### src/rtl/spd_pkg.sv
package spd_pkg;

    // Detector states: the index equals the number of pattern bits
    // matched so far (0,1,1,1,0 read first bit first).
    typedef enum logic [2:0] {
        ST_IDLE = 3'd0,
        ST_Z    = 3'd1,
        ST_ZO   = 3'd2,
        ST_ZOO  = 3'd3,
        ST_ZOOO = 3'd4
    } det_state_e;

    localparam int NUM_STATES  = 5;
    localparam int PROBE_W     = 8;
    localparam int PROBE_RST   = 0;
    localparam int PROBE_TICK  = 1;
    localparam int PROBE_FLAG  = 2;
    localparam int PROBE_STATE = 3;

endpackage

### src/rtl/spd_prescaler.sv
module spd_prescaler #(
    parameter int DIV = 10000
) (
    input  logic clk,
    input  logic rst,
    output logic tick_o
);

    localparam int CNT_W = (DIV > 2) ? $clog2(DIV) : 1;
    localparam logic [CNT_W-1:0] LAST = CNT_W'(DIV - 1);

    typedef struct packed {
        logic [CNT_W-1:0] cnt;
        logic             tick;
    } pre_t;

    pre_t cur_q, nxt_d;

    always_comb begin
        nxt_d      = cur_q;
        nxt_d.tick = 1'b0;
        if (cur_q.cnt == LAST) begin
            nxt_d.cnt  = '0;
            nxt_d.tick = 1'b1;
        end else begin
            nxt_d.cnt = cur_q.cnt + CNT_W'(1);
        end
    end

    always_ff @(posedge clk) begin
        if (rst) begin
            cur_q <= '0;
        end else begin
            cur_q <= nxt_d;
        end
    end

    assign tick_o = cur_q.tick;

    // the enable never lasts two cycles
    a_r2_tick_single: assert property (@(posedge clk) disable iff (rst)
        cur_q.tick |=> !cur_q.tick);

    // the count stays inside its range
    a_r2_cnt_range: assert property (@(posedge clk) disable iff (rst)
        cur_q.cnt <= LAST);

    // the enable follows the wrap of the count
    a_r2_tick_after_wrap: assert property (@(posedge clk) disable iff (rst)
        (cur_q.cnt == LAST) |=> (cur_q.tick && cur_q.cnt == '0));

endmodule

### src/rtl/spd_fsm.sv
module spd_fsm
    import spd_pkg::*;
#(
    parameter int HOLD_TICKS = 2
) (
    input  logic       clk,
    input  logic       rst,
    input  logic       tick_i,
    input  logic       din_i,
    output logic       flag_o,
    output det_state_e state_o
);

    localparam int HOLD_W = $clog2(HOLD_TICKS + 1);
    localparam logic [HOLD_W-1:0] HOLD_LOAD = HOLD_W'(HOLD_TICKS);

    typedef struct packed {
        det_state_e        state;
        logic [HOLD_W-1:0] hold;
    } fsm_t;

    fsm_t cur_q, nxt_d;
    logic found;

    always_comb begin
        nxt_d = cur_q;
        found = 1'b0;
        if (tick_i) begin
            // any 0 is a fresh leading 0, except it also closes a match
            unique case (cur_q.state)
                ST_IDLE: nxt_d.state = din_i ? ST_IDLE : ST_Z;
                ST_Z:    nxt_d.state = din_i ? ST_ZO   : ST_Z;
                ST_ZO:   nxt_d.state = din_i ? ST_ZOO  : ST_Z;
                ST_ZOO:  nxt_d.state = din_i ? ST_ZOOO : ST_Z;
                ST_ZOOO: begin
                    if (din_i) begin
                        nxt_d.state = ST_IDLE;
                    end else begin
                        nxt_d.state = ST_Z;
                        found       = 1'b1;
                    end
                end
                default: nxt_d.state = ST_IDLE;
            endcase
            if (found) begin
                nxt_d.hold = HOLD_LOAD;
            end else if (cur_q.hold != '0) begin
                nxt_d.hold = cur_q.hold - HOLD_W'(1);
            end
        end
    end

    always_ff @(posedge clk) begin
        if (rst) begin
            cur_q <= '{state: ST_IDLE, hold: '0};
        end else begin
            cur_q <= nxt_d;
        end
    end

    assign flag_o  = (cur_q.hold != '0);
    assign state_o = cur_q.state;

    // nothing moves between enable pulses
    a_r3_hold_between_ticks: assert property (@(posedge clk) disable iff (rst)
        (!tick_i) |=> (cur_q.state == $past(cur_q.state) && cur_q.hold == $past(cur_q.hold)));

    // a completed pattern raises the flag
    a_r4_match_flags: assert property (@(posedge clk) disable iff (rst)
        (tick_i && cur_q.state == ST_ZOOO && !din_i) |=> flag_o);

    // the closing 0 becomes the next leading 0
    a_r9_reuse_zero: assert property (@(posedge clk) disable iff (rst)
        (tick_i && cur_q.state == ST_ZOOO && !din_i) |=> (cur_q.state == ST_Z));

    // the flag falls when its last hold period ends without a new match
    a_r6_flag_expires: assert property (@(posedge clk) disable iff (rst)
        (tick_i && cur_q.hold == HOLD_W'(1) && !(cur_q.state == ST_ZOOO && !din_i)) |=> !flag_o);

    // the flag never rises without a match
    a_r4_no_spurious: assert property (@(posedge clk) disable iff (rst)
        $rose(flag_o) |-> $past(tick_i && cur_q.state == ST_ZOOO && !din_i));

endmodule

### src/rtl/spd_probe.sv
module spd_probe
    import spd_pkg::*;
(
    input  logic               rst_i,
    input  logic               tick_i,
    input  logic               flag_i,
    input  det_state_e         state_i,
    output logic [PROBE_W-1:0] probe_o
);

    assign probe_o[PROBE_RST]  = rst_i;
    assign probe_o[PROBE_TICK] = tick_i;
    assign probe_o[PROBE_FLAG] = flag_i;

    for (genvar i = 0; i < NUM_STATES; i++) begin : g_state_bit
        assign probe_o[PROBE_STATE+i] = (state_i == det_state_e'(i));
    end

endmodule

### src/rtl/serial_pattern_detector.sv
module serial_pattern_detector
    import spd_pkg::*;
#(
    parameter int TICK_DIV   = 10000,
    parameter int HOLD_TICKS = 2
) (
    input  logic       clk,
    input  logic       rst,
    input  logic       din,
    output logic       match_o,
    output logic [7:0] probe_o
);

    logic       tick;
    logic       flag;
    det_state_e state;

    spd_prescaler #(.DIV(TICK_DIV)) u_pre (
        .clk    (clk),
        .rst    (rst),
        .tick_o (tick)
    );

    spd_fsm #(.HOLD_TICKS(HOLD_TICKS)) u_fsm (
        .clk     (clk),
        .rst     (rst),
        .tick_i  (tick),
        .din_i   (din),
        .flag_o  (flag),
        .state_o (state)
    );

    spd_probe u_probe (
        .rst_i   (rst),
        .tick_i  (tick),
        .flag_i  (flag),
        .state_i (state),
        .probe_o (probe_o)
    );

    assign match_o = flag;

    // exactly one state indicator is lit
    a_r8_state_onehot: assert property (@(posedge clk) disable iff (rst)
        $onehot(probe_o[PROBE_STATE +: NUM_STATES]));

    // the flag bit of the probe agrees with the flag output
    a_r8_flag_mirror: assert property (@(posedge clk) disable iff (rst)
        probe_o[PROBE_FLAG] == match_o);

endmodule

### config.mk
export PLATFORM = sky130hd
export DESIGN_NAME = serial_pattern_detector
export DESIGN_NICKNAME = d
export VERILOG_FILES = /design/src/rtl/spd_pkg.sv /design/src/rtl/spd_prescaler.sv /design/src/rtl/spd_fsm.sv /design/src/rtl/spd_probe.sv /design/src/rtl/serial_pattern_detector.sv
export SDC_FILE = /design/constraint.sdc
export NUM_CORES = 1
export LEC_CHECK = 0
export ABC_AREA = 1
export CAP_MARGIN = 5
export CORE_MARGIN = 2
export CORE_UTILIZATION = 54
export DETAILED_ROUTE_END_ITERATION = 10
export DONT_BUFFER_PORTS = 1
export PLACE_DENSITY_LB_ADDON = 0.05
export SLEW_MARGIN = 15
export SYNTH_ARGS = -nofsm -noshare
export SYNTH_HDL_FRONTEND = slang
export SYNTH_SLANG_ARGS = --single-unit
### constraint.sdc
create_clock -name clk -period 1.15 [get_ports clk]
set_input_delay 0.0575 -clock clk [delete_from_list [all_inputs] [get_ports clk]]
set_output_delay 0.0575 -clock clk [all_outputs]
set_load 0.005 [all_outputs]
Word-level counts from Yosys, hierarchy flattened
Index checks and enable logic that the tools add are counted.
{ "op_classes": {"add_sub_neg": 2, "n_mul": 0, "div": 0, "magnitude_cmp": 0, "eq_ne": 5, "shifts": 0, "muxes": 11, "bitwise": 0, "reduce_logical": 6} }
{ "op_table": {"columns": ["operator", "count"], "rows": [
  ["adder 14 x 1 -> 14 bit, second input constant", 1],
  ["== test 14 bit, second input constant", 1],
  ["one-hot mux 3 bit (4 select lines)", 1],
  ["two-way mux 2 bit", 4],
  ["== test 3 x 2 -> 1 bit, second input constant", 2],
  ["two-way mux 1 bit", 5],
  ["nonzero test 2 bit", 2],
  ["OR reduction 2 bit", 2],
  ["== test 3 x 1 -> 1 bit, second input constant", 1],
  ["== test 3 bit, second input constant", 1],
  ["zero test 3 bit", 1],
  ["two-way mux 3 bit", 1],
  ["AND reduction 2 bit", 1],
  ["subtractor 2 x 1 -> 2 bit, second input constant", 1]
]} }
{ "word_totals": {"reg_bits": 20, "latchBits": 0, "ramBits": 0, "romBits": 0, "in_bits": 3, "output_inout_bits": 9, "wordCells": 28, "memories": 0} }

Longest topological paths before layout
{ "logic_depth": {"depth_word": 5, "mapped_depth": 8, "ltp_nobuf": 7} }

Cells and area by module
A second synthesis with hierarchy kept.
{ "unflattened": {"hier_cells": 166, "hier_area_um2": 1151.1} }
{ "by_module_without_submodules": {"columns": ["mod", "n_inst", "cells_per_inst", "area_per_inst_um2", "seq_area_each_um2"], "rows": [
  ["spd_prescaler", 1, 108, 798.3, 300.3],
  ["spd_fsm", 1, 44, 289.0, 100.1],
  ["spd_probe", 1, 14, 63.8, 0.0]
]} }

Worst setup path before layout
Ideal clock, no wire load.
{ "synth_timing": {"path_kind": "reg2reg", "from": "reg u_pre.cur_q[1] in the netlist's numbering", "to": "reg u_pre.cur_q[6] in the netlist's numbering", "setup_time_ns": 0.115, "arrival_time_ns": 1.121, "required_time_ns": 1.035, "path_slack_ns": -0.086, "stages_incl_launch_ff": 8, "path_buffers": 1, "period_less_slack_ns": 1.236, "cell_sequence": "dfxtp_1 ha_1 nand3_2 nor2_1 nand2_1 nand2_2 buf_6 nor2_1"} }
{ "synth_via": {"elab_chain_len": 2, "word_cells_on_any_way": 3, "classes_between": "add/sub: 1; eq/ne: 1; reduce/logical: 1"} }
{ "synth_lines": {"columns": ["item", "line", "rtl"], "rows": [
  ["start, declared", "spd_prescaler.sv:17", "pre_t cur_q, nxt_d;"],
  ["start signal, assigned", "spd_prescaler.sv:34", "cur_q <= nxt_d;"],
  ["parallel branches: the longest is 2 deep, another holds adder 14 x 1 -> 14 bit", null, null]
]} }
Parallel ways; which one is timed is not known.
A chain may end at the register's enable or synchronous reset.

Final worst setup path
{ "layout_timing": {"from": "reg u_pre.cur_q[1] in the netlist's numbering", "to": "reg u_pre.cur_q[13] in the netlist's numbering"} }
Same word-level chain as after synthesis.

==> key figures <==
Run status
  • Run status: completed

STA
  • Max-slew violation count: 0
  • Worst clock skew: between 10 and 15 ps
  • Setup repair after global routing missed its margin: true
  • Worst Tran Pin Value: 270 ps
  • Minimum clock period: 1140 ps
  • Worst hold margin: ~18 ps
  • Max Clk Rate: 875 MHz
  • Post-route clock period utilization: around 99%
  • Total setup violations reported at the end of the flow: 0
  • Relative slew slack: 81.9%
  • Final Hold Violating Endpoints: 0

Worst setup path
  • Count of cells along the worst register-to-register path: 7
  • Endpoint type of the worst setup path: register
  • Max Fanout on Critical Path: 7
  • Critical setup path kind: reg2reg
  • Worst setup SP type: register
  • Critical Path RT: 1410 ps
  • Critical path data arrival time: 1400 ps

Power
  • Final Total Pwr: 0.00112 W
  • Worst IR Drop VDD: 0.955 mV
  • Leakage power of the design: approximately 0.52 nW
  • Areal power density over the cells: 850 nW/um^2

Cells and area
  • Area of all sequential standard cells: about 420 um^2
  • Layout cells sized above 1: 29.0%
  • Area used by multi-input combinational logic: 616 um^2
  • Area Overhead vs Synth: 26.6%
  • Final Instance Area: around 1300 um^2
  • Number of nets at the end of the flow: around 180
  • Count of filler cells inserted in the layout: between 100 and 150
  • Diodes inserted: 0

Floorplanning
  • Die width: 47.9 um
  • Area enclosed by the die boundary: roughly 2300 um^2
  • Row count: 15
  • Die Y: 47.9 um
  • Number of top-level pins: 12
  • Starting utilization of the core area: 58.9%
  • Core area: 1760 um^2

Global routing
  • Gr usage total: 21.1%
  • Antenna violations before repair: 0
  • Routing usage on met2: 37.6%
  • Vias in the first global route: 856
  • Global-route wire length before repair: around 3300 um
  • Global-route track usage on met3: 4.53%
  • Layer with the highest usage after global routing: met2
  • GR Overflow Total: 0
  • Largest net degree at the start of global routing: 11
  • Global-route track usage on met1: between 20% and 30%

Logic synthesis
  • Synth cell types: 22
  • Synthesized netlist net count: 156
  • Synthesized area divided by synthesized cell count: between 6 and 7 um^2
  • Fraction of the yosys area taken by sequential cells: 38.6%
  • Yosys top cell area share: just under 40%
  • Synth warnings: 0
  • Gate count of the mapped netlist: 151
  • Number of register bits inferred by synthesis: 20
  • Cell area after synthesis: slightly above 1000 um^2
  • Most area-hungry cell type in the Yosys netlist: dfxtp_1
  • Ranking of synthesized cells by area: dfxtp_1, nand2_1, nor2_1, inv_1, nand3_1

Detailed routing
  • Vias after detailed routing: roughly 1000
  • Initial drt markers: 28
  • First-pass iteration count of the detailed router: 5
  • DRT Wirelength: 2330 um
  • Drt drc: 0
  • Remaining antenna violation count: 0
  • Per-cell via count in the routed design: approximately 5.2
  • DR WL/cell: approximately 12 um

Clocking
  • Clock tree from TritonCTS: built
  • Clock Path Buffers: 2
  • Clock-pin slew on the worst setup and hold paths: 110 ps
  • Depth of the CTS H-tree: 1
  • Clock latency on the worst-skew pair: ~310 ps
  • Clock sink count: 20
  • Root buffer selected by CTS: clkbuf_4
  • Number of buffers created by CTS: 3

Placed design
  • Total of buffers placed on input and output ports: 0
  • Routability congestion estimate: 0.778
  • Sum of net half-perimeters after detailed placement: 1420 um
  • Placed instance area: 1140 um^2

Min path
  • Number of cells on the worst hold path: 4
  • Type of the most critical hold path: in2reg

Flow run
  • Total of max-cap violations: 0
[power breakdown]
group          switching [W]   total, W  internal [W]
combinational      0.0000314  0.0000687     0.0000372
clock               0.000212   0.000335      0.000123
sequential         0.0000119   0.000715      0.000703
[what timing repair did]
action                                  4_1_cts  5_1_grt
endpoints found under the setup margin       17       20
pin swaps                                     1       12
buffers inserted                              0        4
gates resized for setup                       7       20
hold endpoints to repair                      3        0
hold buffers                                  2        0
gates cloned                                  2        0
[kinds of logic after synthesis]
| family | Yosys count | share of synthesized area [%] |
|---|---|---|
| adders and majority gates | 2 | 2.41 |
| DFF | 20 | 38.6 |
| buffers and inverters | 27 | 11.7 |
| xor gates and xnor gates | 4 | 3.37 |
| AOI/OAI and AO/OA | 10 | 5.18 |
| and+or+nand+nor | 88 | 38.8 |
[worst max-delay path, cell delays in order, from the launching register on]
cell and delay [ps]:
dfxtp_2 370, ha_4 160, nand3_4 90, nor2_4 210, nand3_1 90, nand2_1 70, nand2_1 40, nor2_1 70
[final timing paths]
kind                                             startpoint                            end  slack (ps)
worst max-delay path              u_pre.cur_q[1]$_SDFF_PP0_     u_pre.cur_q[13]$_SDFF_PP0_           7
worst max register to register    u_pre.cur_q[1]$_SDFF_PP0_     u_pre.cur_q[13]$_SDFF_PP0_           7
worst min-delay path                                    din  u_fsm.state_o[1]$_SDFFE_PP0P_          20
worst min register to register  u_fsm.cur_q[1]$_SDFFE_PP0P_    u_fsm.cur_q[1]$_SDFFE_PP0P_         480
[cells in the mapped netlist, drive strengths merged]
library cell,count
ha,2
nand4,6
buf,5
inv,22
nand2,37
o221ai,1
a21oi,8
xor2,1
nor3,2
nand3,12
o21ai,1
nor2,29
xnor2,3
nand3b,2
dfxtp,20
[state kept, by name, summed over array words and instances (netlist names)]
name           cells
u_fsm.state_o      3
u_pre.cur_q       14
u_pre.tick_o       1
u_fsm.cur_q        2
[cells in the final DEF, fill, tap and decap left out]
| cell | netlist | routed |
|---|---|---|
| nand3_4 | 0 | 2 |
| ha_4 | 0 | 2 |
| nand4_1 | 6 | 6 |
| nand3b_1 | 2 | 2 |
| nand2_4 | 0 | 2 |
| dfxtp_1 | 20 | 10 |
| dfxtp_2 | 0 | 9 |
| buf_6 | 1 | 2 |
| nor3_1 | 2 | 1 |
| xnor2_1 | 3 | 3 |
| xor2_1 | 1 | 1 |
| o21ai_0 | 1 | 1 |
| inv_1 | 21 | 18 |
| nand3_2 | 2 | 2 |
| buf_4 | 3 | 14 |
| dfxtp_4 | 0 | 1 |
| dlygate4sd3_1 | 0 | 2 |
| nor2_4 | 2 | 4 |
| nand2_1 | 36 | 35 |
| nor3_4 | 0 | 1 |
| nand2_2 | 1 | 1 |
| a21oi_1 | 8 | 8 |
| nor2_2 | 2 | 2 |
| nand3_1 | 10 | 8 |
| nor2_1 | 25 | 24 |
| inv_2 | 1 | 4 |
| clkbuf_4 | 0 | 3 |
| o221ai_1 | 1 | 1 |
[per-stage QoR]
step | utilization, % | setup slack, ps | TNS, ps | std cells
after global placement | 64.8 | -32.6 | -333 | 183
after global routing | 74.5 | -116 | -682 | 194
after detailed placement | 64.8 | -78.6 | -918 | 183
final | 74.5 | 7.26 | 0 | 194
after floorplan | - | 16.9 | 0 | 151
after CTS | 69.1 | 6.16 | 0 | 190
[area by class of cell]
type / count / share of cell area, %
Multi-Input combinational cell: 106 / 46.8
Clock buffer: 3 / 1.71
Sequential cell: 20 / 31.6
Timing Repair Buffer: 18 / 11.2
Tap cell: 25 / 2.38
Inverter: 22 / 6.28
[per-layer routing]
| layer | vias to the layer above | wire length, um | part of all wire, % |
|---|---|---|---|
| met3 | 5 | 85 | 3.7 |
| met1 | 471 | 958 | 41 |
| met5 | - | 0 | 0 |
| met4 | 0 | 44 | 1.9 |
| met2 | 19 | 1240 | 53 |
| li1 | 515 | - | - |
(Power assumes the default switching activity.)
